**config.mk**
```make
export PLATFORM = sky130hd
export DESIGN_NAME = smb_regfile_slave
export DESIGN_NICKNAME = d
export VERILOG_FILES = /design/src/rtl/smb_regs_pkg.sv /design/src/rtl/smb_line_sync.sv /design/src/rtl/smb_reg_bank.sv /design/src/rtl/smb_regfile_slave.sv
export SDC_FILE = /design/constraint.sdc
export NUM_CORES = 1
export LEC_CHECK = 0
export BUFFER_PORTS_ARGS = -buffer_cell sky130_fd_sc_hd__buf_2
export CORE_MARGIN = 1.5
export CORE_UTILIZATION = 45
export CTS_CLUSTER_SIZE = 25
export DETAILED_ROUTE_END_ITERATION = 6
export PLACE_DENSITY = 0.67
export REMOVE_ABC_BUFFERS = 1
export SLEW_MARGIN = 40
export SYNTH_ARGS = -nofsm -noshare
export SYNTH_HDL_FRONTEND = slang
export SYNTH_HIERARCHICAL = 1
export SYNTH_SLANG_ARGS = --single-unit
```
**constraint.sdc**
```tcl
create_clock -name clk -period 3.2 [get_ports clk]
set_input_delay 0.32 -clock clk [delete_from_list [all_inputs] [get_ports clk]]
set_output_delay 0.32 -clock clk [all_outputs]
set_load 0.05 [all_outputs]
```
**src/rtl/smb_regs_pkg.sv**
```systemverilog
// Package: shared types of the two-wire register slave.
// Assumes: one slave instance per bus, 8-bit data bytes.
package smb_regs_pkg;

    // Bit-level state of the serial engine
    typedef enum logic [2:0] {
        ST_IDLE,   // not addressed, ignore bits
        ST_RX,     // shifting a byte in from the controller
        ST_ACK,    // driving the acknowledge bit
        ST_TX,     // shifting a byte out to the controller
        ST_MACK    // waiting for the controller's acknowledge
    } smb_state_e;

    // Which byte of the transaction is being received
    typedef enum logic [1:0] {
        PH_ADDR,
        PH_CMD,
        PH_DATA
    } smb_phase_e;

endpackage

```
**src/rtl/smb_line_sync.sv**
```systemverilog
// Module: smb_line_sync
// Brings SCL and SDA into the clk domain and derives edge and bus-condition
// events from them. Both lines go through the same number of stages, so their
// relative timing is kept. Assumes the lines change much slower than clk.
module smb_line_sync #(
    parameter int STAGES = 2
) (
    input  logic clk,
    input  logic rst_n,
    input  logic scl_i,
    input  logic sda_i,
    output logic scl_s,
    output logic sda_s,
    output logic scl_rise,
    output logic scl_fall,
    output logic start_evt,
    output logic stop_evt
);

    logic [STAGES-1:0] scl_sr;
    logic [STAGES-1:0] sda_sr;
    logic              scl_d;
    logic              sda_d;

    // Synchronizer chains plus one delayed copy for edge detection
    always_ff @(posedge clk) begin
        if (!rst_n) begin
            scl_sr <= '1;
            sda_sr <= '1;
            scl_d  <= 1'b1;
            sda_d  <= 1'b1;
        end else begin
            scl_sr <= {scl_sr[STAGES-2:0], scl_i};
            sda_sr <= {sda_sr[STAGES-2:0], sda_i};
            scl_d  <= scl_sr[STAGES-1];
            sda_d  <= sda_sr[STAGES-1];
        end
    end

    // Edge and START/STOP decode on the synchronized levels
    always_comb begin
        scl_s     = scl_sr[STAGES-1];
        sda_s     = sda_sr[STAGES-1];
        scl_rise  = scl_s & ~scl_d;
        scl_fall  = ~scl_s & scl_d;
        start_evt = scl_s & scl_d & sda_d & ~sda_s;
        stop_evt  = scl_s & scl_d & ~sda_d & sda_s;
    end

endmodule

```
**src/rtl/smb_reg_bank.sv**
```systemverilog
// Module: smb_reg_bank
// Bank of 8-bit control registers with one write port and one combinational
// read port. Reads past the last register return zero. Assumes the caller
// only raises wr_en for an implemented index.
module smb_reg_bank #(
    parameter int          NUM_REGS    = 8,
    parameter int          IDX_W       = 7,
    parameter logic [7:0]  REG_DEFAULT = 8'hFF
) (
    input  logic                  clk,
    input  logic                  rst_n,
    input  logic                  wr_en,
    input  logic [IDX_W-1:0]      wr_idx,
    input  logic [7:0]            wr_data,
    input  logic [IDX_W-1:0]      rd_idx,
    output logic [7:0]            rd_data,
    output logic [NUM_REGS*8-1:0] reg_q
);

    localparam logic [IDX_W:0] REG_CNT = (IDX_W+1)'(NUM_REGS);

    logic [7:0] mem [NUM_REGS];

    // Register storage: defaults on reset, single indexed write otherwise
    always_ff @(posedge clk) begin
        if (!rst_n) begin
            for (int i = 0; i < NUM_REGS; i++) mem[i] <= REG_DEFAULT;
        end else if (wr_en) begin
            for (int i = 0; i < NUM_REGS; i++)
                if ({1'b0, wr_idx} == (IDX_W+1)'(i)) mem[i] <= wr_data;
        end
    end

    // Read mux, zero for unimplemented offsets
    always_comb begin
        rd_data = 8'h00;
        for (int i = 0; i < NUM_REGS; i++)
            if ({1'b0, rd_idx} == (IDX_W+1)'(i)) rd_data = mem[i];
    end

    // Flatten the bank onto the parallel output
    for (genvar g = 0; g < NUM_REGS; g++) begin : gen_flat
        assign reg_q[g*8 +: 8] = mem[g];
    end


    wr_range_chk: assert property (@(posedge clk) disable iff (!rst_n)
        wr_en |-> ({1'b0, wr_idx} < REG_CNT));


    hold_when_idle_chk: assert property (@(posedge clk) disable iff (!rst_n)
        !wr_en |=> $stable(reg_q));

endmodule

```
**src/rtl/smb_regfile_slave.sv**
```systemverilog
// Module: smb_regfile_slave (top)
// Two-wire bus slave in front of a control register bank. It decodes the
// address, the command and the data bytes, and sends register bytes on reads.
// A command with bit 7 set accesses one register at the offset in bits 6:0.
// A command with bit 7 clear starts a block at offset 0, led by a count byte.
// Assumes SCL and SDA are oversampled by clk (several clk per SCL phase) and
// that the controller never stretches the clock.
module smb_regfile_slave
    import smb_regs_pkg::*;
#(
    parameter int          NUM_REGS    = 8,
    parameter logic [6:0]  DEV_ADDR    = 7'h69,
    parameter int          SYNC_STAGES = 2,
    parameter logic [7:0]  REG_DEFAULT = 8'hFF
) (
    input  logic                  clk,
    input  logic                  rst_n,
    input  logic                  scl_i,
    input  logic                  sda_i,
    output logic                  sda_oe,
    output logic [NUM_REGS*8-1:0] reg_q
);

    localparam int         OFS_W   = 7;
    localparam logic [7:0] REG_CNT = 8'(NUM_REGS);

    logic scl_s, sda_s, scl_rise, scl_fall, start_evt, stop_evt;

    smb_state_e       state;
    smb_phase_e       phase;
    logic [3:0]       bit_cnt;
    logic [7:0]       rx_sr;
    logic [7:0]       tx_sr;
    logic [OFS_W-1:0] ptr;
    logic [OFS_W-1:0] ptr_inc;
    logic             ptr_hit;
    logic             count_pend;
    logic             is_read;
    logic             mack_ok;
    logic             sda_oe_q;
    logic             byte_done;
    logic             load_now;
    logic [7:0]       load_val;
    logic             wr_en;
    logic [7:0]       rd_data;

    smb_line_sync #(.STAGES(SYNC_STAGES)) u_sync (
        .clk       (clk),
        .rst_n     (rst_n),
        .scl_i     (scl_i),
        .sda_i     (sda_i),
        .scl_s     (scl_s),
        .sda_s     (sda_s),
        .scl_rise  (scl_rise),
        .scl_fall  (scl_fall),
        .start_evt (start_evt),
        .stop_evt  (stop_evt)
    );

    smb_reg_bank #(
        .NUM_REGS    (NUM_REGS),
        .IDX_W       (OFS_W),
        .REG_DEFAULT (REG_DEFAULT)
    ) u_bank (
        .clk     (clk),
        .rst_n   (rst_n),
        .wr_en   (wr_en),
        .wr_idx  (ptr),
        .wr_data (rx_sr),
        .rd_idx  (ptr),
        .rd_data (rd_data),
        .reg_q   (reg_q)
    );

    // Pointer arithmetic, byte completion, read-byte load and write strobe
    always_comb begin
        ptr_inc   = (ptr == '1) ? ptr : ptr + 1'b1;
        ptr_hit   = ({1'b0, ptr} < REG_CNT);
        byte_done = (state == ST_RX) && scl_fall && (bit_cnt == 4'd8);
        load_now  = ((state == ST_ACK) && scl_fall && (phase == PH_ADDR) && is_read) ||
                    ((state == ST_MACK) && scl_fall && mack_ok);
        load_val  = count_pend ? REG_CNT : rd_data;
        wr_en     = byte_done && (phase == PH_DATA) && !count_pend && ptr_hit;
    end

    // Serial protocol engine
    always_ff @(posedge clk) begin
        if (!rst_n) begin
            state      <= ST_IDLE;
            phase      <= PH_ADDR;
            bit_cnt    <= '0;
            rx_sr      <= '0;
            tx_sr      <= '0;
            ptr        <= '0;
            count_pend <= 1'b0;
            is_read    <= 1'b0;
            mack_ok    <= 1'b0;
            sda_oe_q   <= 1'b0;
        end else if (start_evt) begin
            state    <= ST_RX;
            phase    <= PH_ADDR;
            bit_cnt  <= '0;
            sda_oe_q <= 1'b0;
        end else if (stop_evt) begin
            state    <= ST_IDLE;
            bit_cnt  <= '0;
            sda_oe_q <= 1'b0;
        end else if (load_now) begin
            tx_sr    <= load_val;
            sda_oe_q <= ~load_val[7];
            state    <= ST_TX;
            bit_cnt  <= '0;
            if (count_pend) count_pend <= 1'b0;
            else            ptr        <= ptr_inc;
        end else begin
            case (state)
                ST_RX: begin
                    if (scl_rise && bit_cnt != 4'd8) begin
                        rx_sr   <= {rx_sr[6:0], sda_s};
                        bit_cnt <= bit_cnt + 4'd1;
                    end else if (byte_done) begin
                        bit_cnt <= '0;
                        case (phase)
                            PH_ADDR: begin
                                if (rx_sr[7:1] == DEV_ADDR) begin
                                    is_read  <= rx_sr[0];
                                    sda_oe_q <= 1'b1;
                                    state    <= ST_ACK;
                                end else begin
                                    state <= ST_IDLE;
                                end
                            end
                            PH_CMD: begin
                                ptr        <= rx_sr[7] ? rx_sr[6:0] : '0;
                                count_pend <= ~rx_sr[7];
                                sda_oe_q   <= 1'b1;
                                state      <= ST_ACK;
                            end
                            default: begin
                                if (count_pend) count_pend <= 1'b0;
                                else            ptr        <= ptr_inc;
                                sda_oe_q <= 1'b1;
                                state    <= ST_ACK;
                            end
                        endcase
                    end
                end
                ST_ACK: begin
                    if (scl_fall) begin
                        sda_oe_q <= 1'b0;
                        state    <= ST_RX;
                        phase    <= (phase == PH_ADDR) ? PH_CMD : PH_DATA;
                    end
                end
                ST_TX: begin
                    if (scl_rise) begin
                        bit_cnt <= bit_cnt + 4'd1;
                    end else if (scl_fall) begin
                        if (bit_cnt == 4'd8) begin
                            sda_oe_q <= 1'b0;
                            bit_cnt  <= '0;
                            state    <= ST_MACK;
                        end else begin
                            tx_sr    <= {tx_sr[6:0], 1'b0};
                            sda_oe_q <= ~tx_sr[6];
                        end
                    end
                end
                ST_MACK: begin
                    if (scl_rise)      mack_ok <= ~sda_s;
                    else if (scl_fall) state   <= ST_IDLE;
                end
                default: state <= ST_IDLE;
            endcase
        end
    end

    assign sda_oe = sda_oe_q;


    ack_held_chk: assert property (@(posedge clk) disable iff (!rst_n)
        (state == ST_ACK) |-> sda_oe);


    drive_only_when_owner_chk: assert property (@(posedge clk) disable iff (!rst_n)
        sda_oe |-> (state == ST_ACK || state == ST_TX));


    stop_release_chk: assert property (@(posedge clk) disable iff (!rst_n)
        stop_evt |=> (!sda_oe && state == ST_IDLE));


    start_restart_chk: assert property (@(posedge clk) disable iff (!rst_n)
        start_evt |=> (state == ST_RX && bit_cnt == 4'd0 && !sda_oe));


    bit_cnt_range_chk: assert property (@(posedge clk) disable iff (!rst_n)
        bit_cnt <= 4'd8);


    reset_release_chk: assert property (@(posedge clk)
        !rst_n |=> !sda_oe);

endmodule

```
# Word level (Yosys, flattened, before mapping)
# Memories as Yosys holds them, arrays and structs flattened.
# Cells that the tools add are included.
[classes]
add_sub_neg = 2
mul = 0
div_mod_pow = 0
n_lt_le_gt_ge = 1
eq_ne = 49
shift = 0
n_mux = 99
bitwise_logic = 27
n_reduce_logical = 35
[op_table]
columns = ["operator", "n"]
rows = [
  ["8-bit two-way mux", 17],
  ["7-bit two-way mux", 12],
  ["1-bit two-way mux", 48],
  ["5-bit inequality test (second input constant)", 8],
  ["8-bit AND reduction", 4],
  ["3-bit inequality test (second input constant)", 10],
  ["7-bit by 3-bit equality test with 1-bit output (second input constant)", 4],
  ["3-bit two-way mux", 9],
  ["2-bit inequality test (second input constant)", 11],
  ["4-bit two-way mux", 5],
  ["7-bit by 2-bit equality test with 1-bit output (second input constant)", 2],
  ["7-bit equality test (second input constant)", 2],
  ["7-bit one-hot mux with 2 select lines", 1],
  ["1-bit NOT", 12],
  ["3-bit one-hot mux with 4 select lines", 1],
  ["6-bit AND reduction", 2],
  ["1-bit logical AND", 11],
  ["5-bit AND reduction", 2],
  ["2-bit nonzero test", 5],
  ["1-bit bitwise OR", 8],
  ["4-bit one-hot mux with 2 select lines", 1],
  ["4-bit AND reduction", 2],
  ["7-bit by 1-bit adder with 7-bit output (second input constant)", 1],
  ["1-bit bitwise AND", 7],
  ["25 further kinds", 28],
]
[word_totals]
register_bits = 41
latchBits = 0
ramBits = 64
mem_bits_ro = 0
in_bits = 4
output_inout_bits = 65
wordCells = 230
n_memories = 1
[mem_list]
columns = ["memory", "depth", "width", "read_ports", "rd_clocked_by_memory_dff", "wr", "line_no", "source"]
rows = [
  ["u_bank.mem", 8, 8, 8, 0, 8, "smb_reg_bank.sv:22", "logic [7:0] mem [NUM_REGS];"],
]

# Depth between registers and ports, before layout
[depth]
depth_word = 12
mapped_depth = 9
depth_no_buf = 8

# Cells and area by module
# Netlist, hierarchy kept.
[by_module_without_submodules]
columns = ["module", "instances", "cells_each", "area_per_inst_um2", "seq_area_each_um2"]
rows = [
  ["smb_reg_bank", 1, 257, 3056.7, 1921.8],
  ["smb_regfile_slave", 1, 249, 2109.5, 700.7],
  ["smb_line_sync", 1, 16, 190.2, 120.1],
]

# Worst setup path before layout
# No wires, ideal clock.
[synth_timing]
path_type = "reg-to-reg"
startpoint = "register u_sync.scl_d"
endpoint = "memory u_bank.mem[5][2] (netlist: u_bank/mem[1][10]), enable pin"
setup_time_ps = 384
arrival_ps = 2642
required_time_ps = 2816
setup_slack_ps = 174
path_stages_with_launch = 8
n_path_buf = 1
period_less_slack_ps = 3026
path_cell_list = "dfxtp_1 > nor2b_1 > and4b_1 > clkbuf_1 > nand2_1 > nor4_1 > nand3_2 > o21ai_0"
[synth_rtl]
columns = ["element", "line_no", "source"]
rows = [
  ["start, declared", "smb_line_sync.sv:22", "logic scl_d;"],
  ["start signal, assigned", "smb_line_sync.sv:35", "scl_d <= scl_sr[STAGES-1];"],
  ["end, declared", "smb_reg_bank.sv:22", ""],
]

==> results.yml <==
status:
  status: "finished, violations left"
  violations: "design-rule violations"
pwr:
  power_density_nw_per_um2: 455
  vdd_drop_max_uv: 206
  leakagePower_nw: 2.01
yosys:
  ys_seq_area_frac: 0.512
  netlist_instances: 522
  async_flop_share: 0
  synth_top_cell_by_area: "edfxtp_1"
  syn_area_sq_um: 5360
  synth_warnings: 6
  syn_area_per_cell_sq_um: 10.3
  synth-edff-count: 64
  synth_ff_type: "edfxtp_1"
  ys_types: 69
  netlist_top_cells_area: "edfxtp_1 36%, dfxtp_1 15%, mux2i_1 4.9%"
  synth_top_area_share: 0.359
  ys_ff_latch: 105
placement:
  dpl.hpwl_microns: 9960
  place_ws_ns: 0.320
  portBuffers: 68
  gp_congestion: 0.865
  placed_area_sq_um: 5870
drt:
  drc: 6
  vias: 4377
  vias_per_cell: 5.91
  firstDrtPassIters: 7
  drtIter0Drc: 434
  wl_per_cell_microns: 18.8
  wl_microns: 13900
  antenna_left: 0
worst_setup_path:
  cp-start-kind: "register"
  critPathKind: "reg -> reg"
  crit_required_ns: 3.20
  worst-path-max-fanout: 9
  arrival_ns: 2.89
  end_kind: "register"
sta:
  fmax_mhz: 346
  final-max-slew-violation-count: 0
  worst_slew_pin_slew_ns: 0.879
  tns_ns: 0
  hold_viol: 0
  worst_clock_skew_ns: 0.00780
  slew_headroom: 0.413
  setup_violations: 0
  rsz0062_at_grt: "false"
  fin_crit_sh: 0.903
  setup_slack_ns: 0.309
  finalCriticalPeriod_ns: 2.89
cells_and_area:
  antennaDiodeCount: 0
  final_cell_mix: "68 x nand2_1, 68 x buf_2, 64 x edfxtp_1"
  layout.nets: 600
  drive_above_1_share: 0.226
  syn2layout_area_growth_pct: 15.0
  finalInstanceArea_sq_um: 6160
clock_network:
  cts_setup_buffers: 0
  cts_tree: "yes"
  htreeDepth: 3
  cts.sinks: 105
  cts_hold_buffers: 0
  clkLatencyLatePin_ns: 0.35
  clkTransAtPathRegs_ns: 0.07
  cts-resized-gates: 0
  clk_path_buf_depth: 2
  cts-root-buf: "clkbuf_16"
  cts_buffers: 9
grt:
  grt_use_total: 0.220
  grt.overflow.total: 0
  grt_start_max_net_pins: 29
  antenna_found_initial: 0
  grt_pass1_wl_microns: 21400
  grt_pass1_vias: 3958
floorplan:
  floorplan.core_area_sq_um: 11500
  initial_utilization: 0.465
  die_h_microns: 112
  die_w_microns: 112
  dieArea_sq_um: 12600
  io_pins: 69
  rows: 39
job:
  max_cap_violations: 0
min_path:
  hold_path.class: "in -> reg"
==> sequential cells by signal, summed over array words and instances (netlist names) <==
signal         count
bit_cnt            4
count_pend         1
is_read            1
mack_ok            1
phase              2
ptr                7
rx_sr              8
sda_oe             1
state              3
tx_sr              7
u_bank/mem        64
u_sync/scl_d       1
u_sync/scl_sr      2
u_sync/sda_d       1
u_sync/sda_sr      2
==> critical path: stages (launching register included) <==
cell	delay, ns
dfxtp_1	0.35
nor2b_1	0.47
and4b_1	0.41
nand2_1	0.11
nor4_1	0.34
buf_4	0.19
nand3_2	0.14
nor3_4	0.17
nand2b_1	0.38
==> synth_stat cells, drive strengths merged (9+ instances only) <==
cell    count
a21oi      30
and3       12
buf        15
clkbuf     10
dfxtp      41
edfxtp     64
inv        17
mux2i      26
nand2      68
nand2b     19
nand3      10
nor2       45
nor2b      14
nor3        9
o21ai      34
o22ai      11
==> per-stage QoR <==
step | utilization | hold slack [ns] | total power [mW] | std cells
finish | 0.535 | 0.163 | 2.80 | 741
global route | 0.535 | 0.165 | 2.89 | 741
CTS | 0.535 | 0.159 | 2.81 | 741
detailed placement | 0.510 | 0.405 | 1.74 | 725
global placement | 0.510 | 0.392 | 1.74 | 725
floorplan | - | 0.386 | 1.67 | 497
==> power breakdown <==
part / switching [mW] / internal [mW]
combinational: 0.157 / 0.0729
clock: 0.483 / 0.606
sequential: 0.0302 / 1.45
==> worst paths after layout <==
check | start | end | slack (ns) | cells past startpoint
hold / removal | scl_i | u_sync/scl_sr[0] | 0.16 | 2
hold reg to reg | u_sync/scl_sr[0] | u_sync/scl_sr[1] | 0.42 | 1
setup / recovery | u_sync/scl_d | u_bank/mem[1][4] | 0.31 | 8
setup reg to reg | u_sync/scl_d | u_bank/mem[1][4] | 0.31 | 8
==> area by class of cell <==
class,count,area [sq um]
multi-input combinational,375,2420
tap,143,179
fill,1028,5360
clock buffer,11,233
timing repair buffer,85,468
inverter,17,63.8
clock inverter,5,55.1
sequential,105,2740
==> metal layers <==
layer | global-route usage | routed length [microns]
met1 | 0.320 | 6190
met2 | 0.337 | 6390
met3 | 0.0383 | 1050
met4 | 0.0667 | 286
met5 | 0 | 0
==> cells by family after synthesis <==
family / Yosys count / share of synthesized area
buffers and inverters: 42 / 0.0369
adders and majority gates: 3 / 0.00701
DFF: 105 / 0.512
xor gates and xnor gates: 4 / 0.00654
muxes: 34 / 0.0654
AOI/OAI and AO/OA: 114 / 0.146
and+or+nand+nor: 220 / 0.226
No activity file was read; power rests on OpenSTA's default activity.
